## config.mk

```make
export PLATFORM = sky130hd
export DESIGN_NAME = supply_state_ctrl
export DESIGN_NICKNAME = d
export VERILOG_FILES = /design/src/rtl/supply_ctrl_pkg.sv /design/src/rtl/ss_sync2.sv /design/src/rtl/ready_timer.sv /design/src/rtl/supply_state_fsm.sv /design/src/rtl/supply_state_ctrl.sv
export SDC_FILE = /design/constraint.sdc
export NUM_CORES = 1
export LEC_CHECK = 0
export BUFFER_PORTS_ARGS = -buffer_cell sky130_fd_sc_hd__buf_2
export CORE_MARGIN = 2
export CORE_UTILIZATION = 25
export DETAILED_ROUTE_END_ITERATION = 6
export SLEW_MARGIN = 20
export SYNTH_ARGS = -nofsm -noshare
export SYNTH_HDL_FRONTEND = slang
export SYNTH_SLANG_ARGS = --single-unit
```

## constraint.sdc

```tcl
create_clock -name clk -period 3 [get_ports clk]
set_input_delay 0.45 -clock clk [delete_from_list [all_inputs] [get_ports clk]]
set_output_delay 0.45 -clock clk [all_outputs]
set_load 0.02 [all_outputs]
```

## src/rtl/supply_ctrl_pkg.sv

```systemverilog
package supply_ctrl_pkg;
  typedef enum logic [1:0] {
    PS_WAIT = 2'd0,  // analog level absent
    PS_LOAD = 2'd1,  // copy of settings requested
    PS_RUN  = 2'd2   // normal operation
  } pstate_e;
endpackage

```

## src/rtl/ss_sync2.sv

```systemverilog
module ss_sync2 #(
  parameter int W = 1
) (
  input  logic         clk,
  input  logic         arst_n,
  input  logic [W-1:0] d,
  output logic [W-1:0] q
);
  logic [W-1:0] meta;

  always_ff @(posedge clk or negedge arst_n) begin
    if (!arst_n) begin
      meta <= '0;
      q    <= '0;
    end else begin
      meta <= d;
      q    <= meta;
    end
  end
endmodule

```

## src/rtl/ready_timer.sv

```systemverilog
module ready_timer #(
  parameter int CYCLES = 16
) (
  input  logic clk,
  input  logic rst_n,
  input  logic level_ok,
  output logic not_ready
);
  localparam int CW = $clog2(CYCLES + 1);
  localparam logic [CW-1:0] LIM = CW'(CYCLES);

  logic [CW-1:0] cnt;

  always_ff @(posedge clk or negedge rst_n) begin
    if (!rst_n) begin
      cnt <= '0;
    end else if (!level_ok) begin
      cnt <= '0;
    end else if (cnt != LIM) begin
      cnt <= cnt + 1'b1;
    end
  end

  assign not_ready = (cnt != LIM);
endmodule

```

## src/rtl/supply_state_fsm.sv

```systemverilog
module supply_state_fsm
  import supply_ctrl_pkg::*;
(
  input  logic clk,
  input  logic rst_n,
  input  logic ana_ok,
  input  logic recall_done,
  output logic out_en,
  output logic analog_en,
  output logic recall_req,
  output logic wreg_default
);
  pstate_e state, state_nx;
  logic    valid_q, valid_nx;

  always_comb begin
    state_nx = state;
    valid_nx = valid_q;
    unique case (state)
      PS_WAIT: if (ana_ok) state_nx = valid_q ? PS_RUN : PS_LOAD;
      PS_LOAD: begin
        if (!ana_ok) begin
          state_nx = PS_WAIT;
        end else if (recall_done) begin
          state_nx = PS_RUN;
          valid_nx = 1'b1;
        end
      end
      PS_RUN:  if (!ana_ok) state_nx = PS_WAIT;
      default: state_nx = PS_WAIT;
    endcase
  end

  // valid_q is cleared only by the reset-level condition (rst_n)
  always_ff @(posedge clk or negedge rst_n) begin
    if (!rst_n) begin
      state   <= PS_WAIT;
      valid_q <= 1'b0;
    end else begin
      state   <= state_nx;
      valid_q <= valid_nx;
    end
  end

  assign out_en       = (state == PS_RUN);
  assign analog_en    = (state != PS_WAIT);
  assign recall_req   = (state == PS_LOAD);
  assign wreg_default = !valid_q;
endmodule

```

## src/rtl/supply_state_ctrl.sv

```systemverilog
module supply_state_ctrl #(
  parameter int CLK_HZ   = 50_000_000,
  parameter int READY_US = 400
) (
  input  logic clk,
  input  logic lvl_por_ok,
  input  logic lvl_ana_ok,
  input  logic recall_done,
  output logic out_en,
  output logic analog_en,
  output logic recall_req,
  output logic wreg_default,
  output logic not_ready
);
  localparam int READY_CYCLES = (CLK_HZ / 1_000_000) * READY_US;

  logic rst_n_sync;
  logic ana_ok;

  // reset: asserted at once, released through two flops
  ss_sync2 #(.W(1)) i_rst_sync (
    .clk(clk), .arst_n(lvl_por_ok), .d(1'b1), .q(rst_n_sync)
  );

  ss_sync2 #(.W(1)) i_ana_sync (
    .clk(clk), .arst_n(rst_n_sync), .d(lvl_ana_ok), .q(ana_ok)
  );

  supply_state_fsm i_fsm (
    .clk(clk), .rst_n(rst_n_sync), .ana_ok(ana_ok),
    .recall_done(recall_done), .out_en(out_en), .analog_en(analog_en),
    .recall_req(recall_req), .wreg_default(wreg_default)
  );

  ready_timer #(.CYCLES(READY_CYCLES)) i_rdy (
    .clk(clk), .rst_n(rst_n_sync), .level_ok(ana_ok), .not_ready(not_ready)
  );
endmodule

```

==> metrics.txt, run 1 <==
outcome=completed; Warnings, synthesis=0; Die Span X=68.1 um; Ant. Diodes=0; most common cell in the netlist=dfrtp_1; Layout Skew=0.00659 ns; CTS tree=built; initial antenna violation count=0; critical path required time=2.55 ns; detailed placer's ending HPWL=1280 um; DIE HEIGHT=68.1 um; Leakage=approximately 0.52 nW; pwr/cell area=between 400 and 500 nW/um^2; Vias=about 730; Post-Syn Instances=around 100; Worst Path Arrival=~2 ns; top_reg_cell synth=dfrtp_1; Worst Hold Class=input port to register; GRT overflow=0; Syn Area/Cell=10.2 sq um; Post-CTS Setup Inserts=0; vias per cell=4.52; total power=0.546 mW; Crit Path Category=register to output port; Multi-input gate area=about 440 sq um; #FFs+latches synth=22; TNS Setup=0 ns; first-pass GRT wire length=3180 um; Port Buffer Count=8; Final setup viols=0; Starting Density=25.8%; clk buf depth=2; Synth top area share=53.7%; f_max=0.401 GHz; DRT iter0 DRCs=8; Critical Path End Type=output port; fin crit share=83.1%; fraction of layout cells with a size suffix above 1=13.4%; final hold viol count=0; nets=119; largest cells by area after synthesis=dfrtp_1, xnor2_1, nor2_1, xor2_1, mux2i_1; core area=a little under 4000 sq um; max-slew violation count=0; DRT Pass-1 Iters=4; filler instances=430; root buf cell=clkbuf_8; CP Launch Type=register; register area=551 sq um; worst-path fanout max=7; largest net degree at the start of global routing=21; fin crit period=between 2 and 2.5 ns; Post-route DRC=0; Slew headroom=46.8%; Routed WL=1750 um; ys async rst share=100%; Routed WL per cell=10.8 um; TritonCTS Buffers=3; Hold WS=0.296 ns; largest area contributor in the netlist=dfrtp_1; P&R area growth vs syn=15.5%; vias in the first global route=around 700; Routed Antenna Nets=0; cts repair resizes=0; Placer Congestion=0.850; Tot GR Track Use=9.28%; H-tree levels=1; RSZ-0062 raised after global routing=false; Cell Area, Synth=between 1000 and 1500 sq um; Post-synth EDFFs=0; syn nets=107; IO Pins=9; post-synth cell types=31; final design utilization=29.8%; Synth top cells by count=dfrtp_1, nor2_1, nand2_1, inv_1, nand3_1; Skew-Pair Late Insertion Delay=about 0.26 ns; sequential fraction of the synthesis area=53.7%; maxcap violations=0; VDD IR max=around 320 uV; DIE AREA=about 4600 sq um; # clock sinks=22; Rows=23; actual slew at the worst max-slew pin=0.799 ns; clock slew at reported path FFs=approximately 0.070 ns
-- layer usage --
metal  vias up  routed length (um)  GRT usage (%)
li1        361                   -              -
met1       360                 836           11.5
met2        10                 799           14.6
met3         2                  86           3.45
met4         0                  23           3.75
met5         -                   0              0
-- through the flow --
stage	setup WS, ns	cell area [sq um]	std cells
2_1_floorplan	0.980	1030	101
3_3_place_gp	0.791	1120	157
3_5_place_dp	0.787	1120	157
4_1_cts	0.487	1180	162
5_1_grt	0.392	1180	162
6_report	0.506	1180	162
-- repair_timing --
item,in CTS,in global routing
setup endpoints to repair,0,0
hold endpoints to repair,2,0
hold buffers,1,0
-- path summary, 6_finish.rpt --
kind / from / endpoint / slack [ns] / depth (start not counted)
max: i_rdy.cnt[2] / not_ready / 0.51 / 3
min: lvl_ana_ok / i_ana_sync.meta / 0.30 / 1
max reg2reg: i_rdy.cnt[2] / i_rdy.cnt[2] / 1.00 / 4
min reg2reg: i_rst_sync.q / i_rdy.cnt[14] / 0.34 / 0
max in group asynchronous: i_rst_sync.q / i_rdy.cnt[2] / 2.16 / 0
min in group asynchronous: i_rst_sync.q / i_rdy.cnt[14] / 0.34 / 0
-- kinds of logic after synthesis --
kind of cell             Yosys count  synth area share (%)
buffers and inverters              8                  3.05
adder cells (fa/ha/maj)            2                  2.44
AO/OA/AOI/OAI                     10                  6.34
flip-flops                        22                  53.7
XOR/XNOR                           9                  7.68
AND/OR/NAND/NOR                   46                  23.5
multiplexers                       3                  2.93
other                              1                 0.366
-- area by class of cell --
cell class              instances  area share, %
clock buffers                   4           4.65
repair buffers                  9           4.22
well taps                      50           5.28
inverters                       6           1.90
flip-flops and latches         22           46.5
multi-input cells              71           37.5
-- worst max-delay path: stages (launching register included) --
cell and delay [ns]:
dfrtp_1 0.43, or4_1 0.50, or4_1 0.65, buf_2 0.21
-- placed cells by master (no fill, tap or decap), drive strengths merged, types with 2 or more instances in the layout --
master  count
nor4        3
mux2i       3
nand4       2
xnor2       5
nand3b      2
or3         2
a21oi       4
or4         2
inv         6
clkbuf      4
dfrtp      22
xor2        4
nand2b      2
and3        2
ha          2
nand2       8
nor2b       2
o21ai       3
buf         8
nand3       6
nor2       11
-- report_power, final --
group	total [mW]	internal, mW	switching, mW	leakage (nW)
Clock	0.210	0.117	0.0927	0.0288
Combinational	0.0235	0.0105	0.0130	0.202
Sequential	0.313	0.303	0.0106	0.288
Total	0.546	0.430	0.116	0.519
-- registers in the layout (all words and copies together) (netlist names) --
register         cells
i_ana_sync.meta      1
i_rdy.cnt           15
i_rst_sync.meta      1
i_fsm.valid_q        1
i_fsm.state          2
i_ana_sync.q         1
i_rst_sync.q         1
Power figures use the tool's default switching activity.
==> run 2, diff against run 1 <==
==> constraint.sdc (replaced) <==
create_clock -name clk -period 2.2 [get_ports clk]
set_input_delay 0.33 -clock clk [delete_from_list [all_inputs] [get_ports clk]]
set_output_delay 0.33 -clock clk [all_outputs]
set_load 0.02 [all_outputs]
==> run 2 against run 1 <==
Net effect: the run now ends with negative setup slack left; combinational power increased by 54%; cell count grew 4.9%; sequential power grew 36%; hold slack lost 0.13 ns; total power up 38%.
==> metrics.txt, run 2 (synthesis gave the netlist of run 1 again) <==
outcome=finished with violations; violated checks=negative setup slack; Port Buffer Count=8 (unchanged); # clock sinks=22 (unchanged); fin crit share=101%; Skew-Pair Late Insertion Delay=0.26 ns (about the same); max FFs per register=15 (unchanged); Post-route DRC=0 (unchanged); CP Launch Type=register; IO Pins=9 (unchanged); final hold viol count=0 (unchanged); critical path required time=1.87 ns (-0.68 ns); Ant. Diodes=0 (unchanged); fraction of layout cells with a size suffix above 1=20.0% (+6.6 points); Routed WL=2010 um (+15%); Worst Path Arrival=1.90 ns (-0.14 ns); TritonCTS Buffers=3 (unchanged); cell area after layout=1250 sq um (+5.9%); switching share of power=21.7% (+0.45 points); DRT iter0 DRCs=17 (+9); internal power=0.588 mW (+37%); worst path cell trace=or4b_1, or4_4, buf_6; clock network power share=38.5% (+0.2 points); CTS tree=built; Worst Hold Class=input port to register; RSZ-0062 raised after global routing=true; Slew headroom=47.3% (+0.53 points); slowest stage cell, crit path=or4_4; Routed WL per cell=11.8 um (+9.8%); H-tree levels=1 (unchanged); Routed Antenna Nets=0 (unchanged); VDD IR max=382 uV (+19%); nets=127 (+6.7%); root buf cell=clkbuf_8; Biggest register=i_rdy.cnt; Placer Congestion=0.860 (+1.2%); DIE HEIGHT=68.1 um (unchanged); detailed placer's ending HPWL=1360 um (+6.7%); vias per cell=4.56 (+0.88%); Final Non-Filler Cells=170 (+4.9%); Die Span X=68.1 um (unchanged); Leakage=0.566 nW (+9.2%); actual slew at the worst max-slew pin=0.791 ns (-0.00793 ns); Crit Path Category=register to output port; clock slew at reported path FFs=0.08 ns (about the same); largest net degree at the start of global routing=21 (unchanged); most frequent cells in the layout=dfrtp_1, nor2_1, nand2_1, buf_4, buf_2; DRT met1 WL=900 um (+7.7%); Rows=23 (unchanged); met3 wire length=101 um (+17%); DP Worst Slack=0.147 ns (-0.640 ns); Final setup viols=1 (+1); filler instances=425 (-1.2%); Starting Density=25.8% (unchanged); Comb power frac=4.8% (+0.5 points); DRT Pass-1 Iters=4 (unchanged); length of routed met2 wiring=987 um (+24%); fin crit period=2.23 ns; Tot GR Track Use=10.1% (+0.78 points); initial antenna violation count=0 (unchanged); first-pass GRT wire length=3330 um (+4.8%); placed cells=160 (+1.9%); Vias=776 (+5.9%); top sig layer=met4; f_max=between 0.4 and 0.5 GHz; maxcap violations=0 (unchanged); vias in the first global route=732 (+4.7%); placed cell area=1140 sq um (+2.0%); core area=3970 sq um (unchanged); P&R area growth vs syn=22.3%; clk buf depth=2 (unchanged); commonest non-fill, non-tap cell in the layout=dfrtp_1; P_sw=0.163 mW (+40%); worst-path fanout max=4 (-3); max-slew violation count=0 (unchanged); Critical Path End Type=output port; setup ws final=-0.0304 ns (-0.536 ns); Reg power frac=56.7% (-0.7 points); Layout Skew=0.00208 ns (-0.00451 ns); biggest registers after layout=i_rdy.cnt: 15 flops, i_fsm.state: 2 flops; GRT overflow=0 (unchanged); pwr/cell area=599 nW/um^2 (+30%); DIE AREA=4630 sq um (unchanged); Critical Path Max Stage Delay=0.56 ns (-0.09 ns)
-- run 2: path summary, 6_finish.rpt --
| path | cells past startpoint | from | to | slack [ns] |
|---|---|---|---|---|
| worst max-delay path | 3 | i_rdy.cnt[3] | not_ready | -0.03 |
| worst min-delay path | 1 | lvl_ana_ok | i_ana_sync.meta | 0.17 |
| worst min register to register | 0 | i_rst_sync.q | i_rdy.cnt[14] | 0.33 |
| min in group asynchronous | 0 | i_rst_sync.q | i_rdy.cnt[14] | 0.33 |
| worst max register to register | 5 | i_rdy.cnt[3] | i_rdy.cnt[0] | 0.21 |
| max in group asynchronous | 0 | i_rst_sync.q | i_rdy.cnt[8] | 1.38 |
-- run 2: critical path: cells and delay by family (launching register included) --
kind                   cells  cell delay [ns]
buffers and inverters      1             0.15
DFF                        1             0.40
and+or+nand+nor            2             1.09
-- run 2: area by class of cell --
| class | instances | area, sq um | area share [%] |
|---|---|---|---|
| well taps | 50 | 62.6 | 4.99 |
| multi-input cells | 71 | 448 | 35.7 |
| repair buffers | 17 | 116 | 9.27 |
| clock buffers | 4 | 55.1 | 4.39 |
| flip-flops and latches | 22 | 551 | 43.9 |
| inverters | 6 | 22.5 | 1.79 |
-- run 2: power groups by stage --
stage          logic, mW  registers, mW  clock network [mW]
3_5_place_dp      0.0348          0.435                   0
3_3_place_gp      0.0327          0.434                   0
6_report          0.0362          0.426               0.289
5_1_grt           0.0417          0.429               0.321
4_1_cts           0.0367          0.427               0.303
2_1_floorplan     0.0227          0.432                   0
-- run 2: repair_timing --
item                       4_1_cts  5_1_grt
hold buffers                     1        0
buffers inserted                 4        1
setup endpoints to repair        1        1
resized for setup                3        0
hold endpoints to repair         2        0
pin swaps                        1        1
-- run 2: metrics by stage --
stage	total power [mW]	setup TNS [ns]	util (%)	hold WS [ns]
2_1_floorplan	0.455	0	-	0.0344
3_3_place_gp	0.467	0	28.8	0.116
3_5_place_dp	0.470	0	28.8	0.116
4_1_cts	0.766	-0.0340	31.4	0.160
5_1_grt	0.792	-0.0780	31.6	0.158
6_report	0.751	-0.0304	31.6	0.169
-- run 2: metal layers --
layer | global-route usage, % | vias to the layer above
li1 | - | 381
met1 | 11.4 | 374
met2 | 17.0 | 19
met3 | 3.95 | 2
met4 | 3.75 | 0
met5 | 0 | -
